===== src/rtl/coast_pkg.sv =====
package coast_pkg;
  localparam int NCAUSE   = 7;
  localparam int B_NOCLK  = 0;
  localparam int B_PORT   = 1;
  localparam int B_NCHG   = 2;
  localparam int B_CTS    = 3;
  localparam int B_RSVD   = 4;
  localparam int B_UNLOCK = 5;
  localparam int B_IRREG  = 6;

  typedef logic [NCAUSE-1:0] cause_t;

  // bits that carry a real cause; the reserved position is never set
  localparam cause_t CAUSE_IMPL = cause_t'(7'b1101111);
endpackage


===== src/rtl/coast_event_detect.sv =====
module coast_event_detect
  import coast_pkg::*;
#(
  parameter int CTS_W  = 20,
  parameter int N_W    = 20,
  parameter int THR_W  = 6,
  parameter int PORT_W = 3,
  parameter int NPORT  = 4
) (
  input  logic              clk,
  input  logic              rst_n,
  input  logic              acr_strobe,
  input  logic [CTS_W-1:0]  cts_in,
  input  logic [N_W-1:0]    n_in,
  input  logic [THR_W-1:0]  cts_thresh,
  input  logic [PORT_W-1:0] port_sel,
  input  logic [NPORT-1:0]  clk_det,
  input  logic              pll_lock,
  input  logic              clk_irreg,
  output cause_t            raw
);
  localparam int NSEL = 2 ** PORT_W;

  logic [CTS_W-1:0]  cts_prev_q, cts_prev_d;
  logic [N_W-1:0]    n_prev_q,   n_prev_d;
  logic              acr_vld_q,  acr_vld_d;
  logic [PORT_W-1:0] port_prev_q;
  logic              port_vld_q;
  logic [NSEL-1:0]   det_ext;
  logic [CTS_W-1:0]  cts_delta;
  logic [CTS_W-1:0]  thr_ext;

  // select positions without a port report no clock
  for (genvar p = 0; p < NSEL; p++) begin : g_det
    if (p < NPORT) begin : g_real
      assign det_ext[p] = clk_det[p];
    end else begin : g_none
      assign det_ext[p] = 1'b0;
    end
  end

  assign thr_ext   = {{(CTS_W-THR_W){1'b0}}, cts_thresh};
  assign cts_delta = (cts_in >= cts_prev_q) ? (cts_in - cts_prev_q)
                                            : (cts_prev_q - cts_in);

  always_comb begin
    raw            = '0;
    raw[B_IRREG]   = clk_irreg;
    raw[B_UNLOCK]  = ~pll_lock;
    raw[B_CTS]     = acr_strobe & acr_vld_q & (cts_delta > thr_ext);
    raw[B_NCHG]    = acr_strobe & acr_vld_q & (n_in != n_prev_q);
    raw[B_PORT]    = port_vld_q & (port_sel != port_prev_q);
    raw[B_NOCLK]   = ~det_ext[port_sel];
  end

  always_comb begin
    cts_prev_d = cts_prev_q;
    n_prev_d   = n_prev_q;
    acr_vld_d  = acr_vld_q;
    if (acr_strobe) begin
      cts_prev_d = cts_in;
      n_prev_d   = n_in;
      acr_vld_d  = 1'b1;
    end
  end

  always_ff @(posedge clk or negedge rst_n) begin
    if (!rst_n) begin
      cts_prev_q  <= '0;
      n_prev_q    <= '0;
      acr_vld_q   <= 1'b0;
      port_prev_q <= '0;
      port_vld_q  <= 1'b0;
    end else begin
      cts_prev_q  <= cts_prev_d;
      n_prev_q    <= n_prev_d;
      acr_vld_q   <= acr_vld_d;
      port_prev_q <= port_sel;
      port_vld_q  <= 1'b1;
    end
  end


  cts_on_strobe_chk: assert property (@(posedge clk) disable iff (!rst_n)
    raw[B_CTS] |-> acr_strobe);

  n_on_strobe_chk: assert property (@(posedge clk) disable iff (!rst_n)
    raw[B_NCHG] |-> acr_strobe);
endmodule


===== src/rtl/coast_cause_reg.sv =====
module coast_cause_reg
  import coast_pkg::*;
(
  input  logic   clk,
  input  logic   rst_n,
  input  logic   mask_we,
  input  cause_t mask_wdata,
  input  cause_t raw,
  input  cause_t cause_clr,
  output cause_t cause_q,
  output logic   active
);
  cause_t mask_q, mask_d;
  cause_t cause_d;
  cause_t en;

  assign en     = raw & mask_q & CAUSE_IMPL;
  assign active = |en;

  always_comb begin
    mask_d  = mask_we ? (mask_wdata & CAUSE_IMPL) : mask_q;
    cause_d = (cause_q & ~cause_clr) | en;
  end

  always_ff @(posedge clk or negedge rst_n) begin
    if (!rst_n) begin
      mask_q  <= CAUSE_IMPL;
      cause_q <= '0;
    end else begin
      mask_q  <= mask_d;
      cause_q <= cause_d;
    end
  end


  sticky_set_chk: assert property (@(posedge clk) disable iff (!rst_n)
    (|en) |=> ((cause_q & $past(en)) == $past(en)));

  masked_ignore_chk: assert property (@(posedge clk) disable iff (!rst_n)
    ((cause_q & ~$past(cause_q) & ~$past(mask_q)) == '0));
endmodule


===== src/rtl/coast_release_timer.sv =====
module coast_release_timer #(
  parameter int CNT_W = 8
) (
  input  logic             clk,
  input  logic             rst_n,
  input  logic             active,
  input  logic             fs_tick,
  input  logic [CNT_W-1:0] release_ticks,
  output logic             coast
);
  logic [CNT_W-1:0] cnt_q, cnt_d;
  logic             coast_d;
  logic [CNT_W:0]   cnt_inc;
  logic [CNT_W:0]   limit;

  assign cnt_inc = {1'b0, cnt_q} + {{CNT_W{1'b0}}, 1'b1};
  assign limit   = (release_ticks == '0) ? {{CNT_W{1'b0}}, 1'b1}
                                         : {1'b0, release_ticks};

  always_comb begin
    coast_d = coast;
    cnt_d   = cnt_q;
    if (active) begin
      coast_d = 1'b1;
      cnt_d   = '0;
    end else if (coast && fs_tick) begin
      if (cnt_inc >= limit) begin
        coast_d = 1'b0;
        cnt_d   = '0;
      end else begin
        cnt_d   = cnt_inc[CNT_W-1:0];
      end
    end
  end

  always_ff @(posedge clk or negedge rst_n) begin
    if (!rst_n) begin
      coast <= 1'b0;
      cnt_q <= '0;
    end else begin
      coast <= coast_d;
      cnt_q <= cnt_d;
    end
  end


  coast_on_cause_chk: assert property (@(posedge clk) disable iff (!rst_n)
    active |=> coast);

  release_on_tick_chk: assert property (@(posedge clk) disable iff (!rst_n)
    $fell(coast) |-> ($past(fs_tick) && !$past(active)));
endmodule


===== src/rtl/audio_coast_ctrl.sv =====
module audio_coast_ctrl
  import coast_pkg::*;
#(
  parameter int CTS_W  = 20,
  parameter int N_W    = 20,
  parameter int THR_W  = 6,
  parameter int PORT_W = 3,
  parameter int NPORT  = 4,
  parameter int CNT_W  = 8,
  parameter int FREQ_W = 24
) (
  input  logic              clk,
  input  logic              rst_n,
  input  logic              acr_strobe,
  input  logic [CTS_W-1:0]  cts_in,
  input  logic [N_W-1:0]    n_in,
  input  logic [THR_W-1:0]  cts_thresh,
  input  logic [PORT_W-1:0] port_sel,
  input  logic [NPORT-1:0]  clk_det,
  input  logic              pll_lock,
  input  logic              clk_irreg,
  input  logic              mask_we,
  input  logic [6:0]        mask_wdata,
  input  logic [6:0]        cause_clr,
  input  logic              fs_tick,
  input  logic [CNT_W-1:0]  release_ticks,
  input  logic [FREQ_W-1:0] freq_in,
  output logic              coast,
  output logic [6:0]        cause,
  output logic [FREQ_W-1:0] freq_out,
  output logic              integ_en
);
  cause_t            raw;
  cause_t            cause_q;
  logic              active;
  logic              coast_q;
  logic [FREQ_W-1:0] freq_q, freq_d;

  coast_event_detect #(
    .CTS_W(CTS_W), .N_W(N_W), .THR_W(THR_W), .PORT_W(PORT_W), .NPORT(NPORT)
  ) u_detect (
    .clk(clk), .rst_n(rst_n), .acr_strobe(acr_strobe), .cts_in(cts_in),
    .n_in(n_in), .cts_thresh(cts_thresh), .port_sel(port_sel),
    .clk_det(clk_det), .pll_lock(pll_lock), .clk_irreg(clk_irreg), .raw(raw)
  );

  coast_cause_reg u_cause (
    .clk(clk), .rst_n(rst_n), .mask_we(mask_we), .mask_wdata(mask_wdata),
    .raw(raw), .cause_clr(cause_clr), .cause_q(cause_q), .active(active)
  );

  coast_release_timer #(.CNT_W(CNT_W)) u_timer (
    .clk(clk), .rst_n(rst_n), .active(active), .fs_tick(fs_tick),
    .release_ticks(release_ticks), .coast(coast_q)
  );

  // frequency word follows the filter only while tracking
  always_comb freq_d = coast_q ? freq_q : freq_in;

  always_ff @(posedge clk or negedge rst_n) begin
    if (!rst_n) freq_q <= '0;
    else        freq_q <= freq_d;
  end

  assign coast    = coast_q;
  assign cause    = cause_q;
  assign freq_out = freq_q;
  assign integ_en = ~coast_q;


  freq_hold_chk: assert property (@(posedge clk) disable iff (!rst_n)
    coast_q |=> $stable(freq_out));
endmodule


===== config.mk =====
export PLATFORM = sky130hd
export DESIGN_NAME = audio_coast_ctrl
export DESIGN_NICKNAME = d
export VERILOG_FILES = /design/src/rtl/coast_pkg.sv /design/src/rtl/coast_event_detect.sv /design/src/rtl/coast_cause_reg.sv /design/src/rtl/coast_release_timer.sv /design/src/rtl/audio_coast_ctrl.sv
export SDC_FILE = /design/constraint.sdc
export NUM_CORES = 1
export LEC_CHECK = 0
export CAP_MARGIN = 20
export CORE_ASPECT_RATIO = 1.4
export CORE_UTILIZATION = 52
export CTS_CLUSTER_SIZE = 20
export DETAILED_ROUTE_END_ITERATION = 12
export PLACE_DENSITY = 0.81
export SLEW_MARGIN = 5
export SYNTH_ARGS = -nofsm -noshare
export SYNTH_HDL_FRONTEND = slang
export SYNTH_HIERARCHICAL = 1
export SYNTH_SLANG_ARGS = --single-unit

===== constraint.sdc =====
create_clock -name clk -period 5.44 [get_ports clk]
set_input_delay 0.544 -clock clk [delete_from_list [all_inputs] [get_ports clk]]
set_output_delay 0.544 -clock clk [all_outputs]
set_load 0.02 [all_outputs]

# After elaboration in Yosys (flattened, before gate mapping)

Cells that the tools add are included.

Bits in registers: 91
Input port bits: 106
Output and inout port bits: 33
Logic and storage cells: 46

Add/sub/neg operators: 3
Order comparisons: 4
Equal/unequal tests: 2
Mux-type cells: 10
Bitwise gates (word level): 11
Reduce and logical (&&, ||, !) cells: 6

Operators with widths:

| kind                                                                 | count |
|---|---|
| 20-bit subtractor                                                    | 2 |
| 8-bit 2-to-1 mux                                                     | 4 |
| 20-bit greater-or-equal comparator                                   | 1 |
| 20-bit by 6-bit > comparator with 1-bit output                       | 1 |
| 20-bit 2-to-1 mux                                                    | 1 |
| 20-bit inequality test                                               | 1 |
| 7-bit bitwise AND                                                    | 2 |
| 8-bit by 1-bit adder with 9-bit output, second input constant        | 1 |
| 9-bit greater-or-equal comparator                                    | 1 |
| 8-bit zero test                                                      | 1 |
| 7-bit NOT                                                            | 1 |
| 7-bit bitwise OR                                                     | 1 |
| 6-bit OR reduction                                                   | 1 |
| 1-bit bitwise AND                                                    | 4 |
| 3-bit by 4-bit < comparator with 1-bit output, second input constant | 1 |
| 1-bit 2-to-1 mux                                                     | 4 |
| 2-bit nonzero test                                                   | 2 |
| 1-bit binary-select mux with 3-bit select                            | 1 |
| 3-bit inequality test                                                | 1 |
| 1-bit NOT                                                            | 3 |
| 2-bit AND reduction                                                  | 1 |
| 1-bit logical AND                                                    | 1 |

# Longest topological paths before layout

Gate-level depths: netlist of run 1.

Depth in word-level cells: 8
Gate-level depth with buffers: 28
Mapped depth without buffers: 26

# Cells and area by module

Netlist of run 1, hierarchy kept.

By module, submodules not included:

| module              | instances | cells an instance | area an instance (µm²) | sequential area each (µm²) |
|---|---|---|---|---|
| coast_event_detect  | 1         | 504               | 4270.3                 | 1126.1 |
| audio_coast_ctrl    | 1         | 52                | 997.2                  | 600.6 |
| coast_release_timer | 1         | 88                | 774.5                  | 225.2 |
| coast_cause_reg     | 1         | 42                | 536.8                  | 332.8 |

# Least setup slack after synthesis of run 1

OpenSTA, ideal clock, no wires.

Path type: input port to flip-flop
Start point: in cts_in[5]
End point: reg u_timer.cnt_q[3]
Library setup time: 137 ps
Arrival: 4971 ps
Data required time: 5303 ps
Path slack: 332 ps
Stages: 25
Path buffers: 4
Cell sequence: inv_1 > ha_1 > buf_2 > nand4_1 > a311oi_1 > a2111oi_2 > a211oi_2 > buf_4 > buf_2 > mux2_2 > ha_1 > nor2b_1 > o21a_1 > o21a_1 > o21ai_0 > nand2b_1 > a21oi_1 > o22ai_1 > nor3_1 > a41oi_1 > a22oi_1 > nand4_1 > a21oi_1 > clkbuf_1 > o21ai_0

Cells in the longest elaborated chain, start to end: 7
Elaborated cells between the ends (all ways): 10
Classes of those cells: add/sub (2); order compare (2); mux (2); bitwise (2); reduce/logical (2)

RTL lines:

| item                                                          | RTL line                  | text |
|---|---|---|
| from (decl)                                                   | audio_coast_ctrl.sv:15    | `input logic [CTS_W-1:0] cts_in,` |
| 20-bit subtractor (tied with other cells)                     | coast_event_detect.sv:44  | `: (cts_prev_q - cts_in);` |
| 20-bit 2-to-1 mux *                                           | coast_event_detect.sv:43  | `assign cts_delta = (cts_in >= cts_prev_q) ? (cts_in - cts_prev_q)` |
| 20-bit by 6-bit > comparator with 1-bit output *              | coast_event_detect.sv:50  | `raw[B_CTS] = acr_strobe & acr_vld_q & (cts_delta > thr_ext);` |
| 1-bit bitwise AND *                                           | coast_event_detect.sv:50  |  |
| named net raw[3]                                              | audio_coast_ctrl.sv:33    | `cause_t raw;` |
| 7-bit bitwise AND *                                           | coast_cause_reg.sv:17     | `assign en = raw & mask_q & CAUSE_IMPL;` |
| 6-bit OR reduction *                                          | coast_cause_reg.sv:18     | `assign active = \|en;` |
| named net active                                              | audio_coast_ctrl.sv:35    | `logic active;` |
| 8-bit 2-to-1 mux / 2-bit nonzero test (equally long branches) | --                        |  |
| to (signal assigned)                                          | coast_release_timer.sv:42 | `cnt_q <= cnt_d;` |
| to (decl)                                                     | coast_release_timer.sv:11 | `logic [CNT_W-1:0] cnt_q, cnt_d;` |

Mark *: on every way through the listed nets, which the timed path passes. The rest lies on a longest branch.
A chain may end at the register's enable or synchronous reset.

# Worst setup path after layout of run 1

Start point: in cts_in[19]
End point: reg u_timer.cnt_q[7]

Same word-level chain as after synthesis.

==> flow_summary.json, run 1 <==
{
  "layout-drive-gt1-share_pct": 24.52,
  "swShare_pct": 35.27,
  "combPwrFrac_pct": 45.0,
  "peakVddDrop_uv": 299.2,
  "end_kind": "register",
  "gp_congestion": 0.8849,
  "met3_length_mm": 1.052,
  "worstPathArrival_ns": 5.39,
  "grt_pass1_wl_mm": 28.64,
  "clock-root-buffer": "clkbuf_16",
  "ys_warn_count": 6,
  "die_y_um": 135.0,
  "pwr-share-seq_pct": 32.6,
  "worst_pin_slew_ns": 0.8391,
  "firstDrtPassIters": 4,
  "numCtsBuffers": 9,
  "wl_mm": 17.56,
  "rows": 48,
  "insertedDiodeCount": 0,
  "io_buffers": 137,
  "slew_headroom_pct": 44.06,
  "grt_pass1_vias": 6096,
  "hp-class": "in -> async",
  "skew_ns": 0.008671,
  "nets": 1042,
  "start_util_pct": 53.34,
  "finalCritPeriodShare_pct": 94.76,
  "ant_nets": 0,
  "avgSynthCellArea_um2": 9.602,
  "fin_ws_ns": 0.2849,
  "vias": 5827,
  "layout_common_cells": "121 x clkdlybuf4s50_1, 85 x dfrtp_1, 79 x buf_4, 65 x inv_1, 57 x nand2_1",
  "p_leak_nw": 4.262,
  "hold_violations": 0,
  "io_pins": 139,
  "worstSkewPairLatency_ns": 0.34,
  "syn_inst": 684,
  "place_ws_ns": -0.6413,
  "postPlaceCellArea_um2": 8492,
  "finalCriticalPeriod_ns": 5.155,
  "clk_pin_slew_ns": 0.07,
  "cp.required_ns": 5.68,
  "internal_power_mw": 1.794,
  "critical_path_class": "in -> reg",
  "top_layer": "met4",
  "syn-num-nets": 846,
  "power_mw": 2.771,
  "status": "finished clean",
  "syn_to_final_growth_pct": 39.02,
  "h-tree-depth": 3,
  "start_kind": "input pin",
  "route.detailed.drc": 0,
  "utilization_pct": 74.16,
  "cts_tree": "done",
  "clock_sinks": 91,
  "setup_viol": 0,
  "power.share.clock_pct": 22.4,
  "dieArea_um2": 13090,
  "fin_area_um2": 9130,
  "netSwitchingPower_uw": 977.2,
  "nFillCells": 812,
  "syn_area_um2": 6568,
  "clock_path_buffers": 2,
  "drv_cap": 0,
  "met2_length_mm": 9.233,
  "die-width_um": 96.98,
  "crit_fanout": 7,
  "mostFrequentLayoutCell": "clkdlybuf4s50_1",
  "slew_viol_final": 0,
  "wl_per_cell_um": 16.97,
  "drt_iter0_markers": 222,
  "fmax_mhz": 194.0,
  "setup_tns_ns": 0,
  "grt_max_degree": 66,
  "antenna_found_initial": 0,
  "post-dp-hpwl_mm": 13.52,
  "vias_per_cell": 5.630,
  "core_area_um2": 12310,
  "grt_usage_pct": 27.33,
  "drt-met1-wl_mm": 6.504,
  "cellPowerDensity_nw_per_um2": 303.5,
  "grt_overflow": 0
}
what timing repair did:
item                                    CTS  global route
endpoints found under the setup margin    9             9
hold buffers                              0             0
pin swaps                                 5            23
gates resized for setup                   8            50
hold endpoints to repair                  0             0
gates cloned                              0             0
setup buffers                             1             5
through the flow:
| stage | std cells | hold WS, ns |
|---|---|---|
| 2_1_floorplan | 684 | 0.2484 |
| 6_report | 1035 | 0.1091 |
| 5_1_grt | 1035 | 0.1148 |
| 3_3_place_gp | 1014 | 0.4510 |
| 4_1_cts | 1031 | 0.1036 |
| 3_5_place_dp | 1014 | 0.4587 |
worst paths after layout:
| check | endpoint | cells after the start | slack [ns] | start |
|---|---|---|---|---|
| worst min-delay path | u_cause/cause_q[2] | 1 | 0.11 | rst_n |
| worst max register to register | u_timer/cnt_q[7] | 27 | 0.37 | u_detect/cts_prev_q[0] |
| worst max-delay path | u_timer/cnt_q[7] | 27 | 0.28 | cts_in[19] |
| worst min register to register | u_detect/acr_vld_q | 1 | 0.47 | u_detect/acr_vld_q |
| max in group asynchronous | u_detect/n_prev_q[8] | 2 | 4.17 | rst_n |
| min in group clk | u_detect/acr_vld_q | 1 | 0.47 | u_detect/acr_vld_q |
registers in the layout (all words and copies together) (netlist names):
name	flops
u_detect/cts_prev_q	20
u_detect/port_prev_q	3
u_timer/cnt_q	8
u_timer/coast	1
u_cause/cause_q	7
u_detect/acr_vld_q	1
u_detect/n_prev_q	20
freq_out	24
u_detect/port_vld_q	1
u_cause/mask_q	6
per-layer routing:
metal | up-vias | GRT usage, %
li1 | 2768 | -
met5 | - | 0
met1 | 2773 | 29.00
met2 | 228 | 49.84
met4 | 0 | 15.84
met3 | 58 | 5.797
power groups by stage:
stage	Sequential, mW	Combinational [mW]	Clock, mW
3_3_place_gp	0.904	1.15	0
4_1_cts	0.900	1.20	0.637
6_report	0.903	1.25	0.620
5_1_grt	0.919	1.34	0.664
2_1_floorplan	1.01	0.570	0
3_5_place_dp	0.905	1.18	0
final cells by class:
class	count	area [um2]	area share [%]
Inverter	74	277.8	3.042
Clock buffer	9	225.2	2.467
Multi-Input combinational cell	487	4069	44.57
Timing Repair Buffer	217	2016	22.08
Tap cell	150	187.7	2.056
Sequential cell	91	2285	25.02
Clock inverter	7	70.07	0.7674
critical path, cell delays in order:
cell and delay (ns):
clkdlybuf4s50_1 0.54, ha_4 0.24, nand2_1 0.06, o21bai_1 0.08
buf_4 0.16, a2111oi_4 0.33, a211oi_2 0.11, buf_4 0.16
buf_6 0.12, mux2i_2 0.19, xnor2_1 0.11, ha_1 0.32
o21a_1 0.11, o21a_1 0.16, o21ai_1 0.11, nand2b_1 0.08
a21oi_2 0.13, o22ai_2 0.13, nor3_2 0.18, a41oi_2 0.19
a22oi_2 0.20, nand4_1 0.15, a211oi_2 0.22, nand2_1 0.11
a21oi_4 0.23, o211ai_4 0.15, o31ai_2 0.27
(Power assumes the default switching activity.)
==> run 2: changes to the inputs <==
--- a/config.mk
+++ b/config.mk
@@ -5,13 +5,13 @@
 export SDC_FILE = /design/constraint.sdc
 export NUM_CORES = 1
 export LEC_CHECK = 0
-export CAP_MARGIN = 20
 export CORE_ASPECT_RATIO = 1.4
 export CORE_UTILIZATION = 52
+export CTS_CLUSTER_DIAMETER = 120
 export CTS_CLUSTER_SIZE = 20
 export DETAILED_ROUTE_END_ITERATION = 12
 export PLACE_DENSITY = 0.81
-export SLEW_MARGIN = 5
+export SLEW_MARGIN = 0
 export SYNTH_ARGS = -nofsm -noshare
 export SYNTH_HDL_FRONTEND = slang
 export SYNTH_HIERARCHICAL = 1
==> results of run 2 <==
Final layout, timing and power as in run 1 (identical DEF).
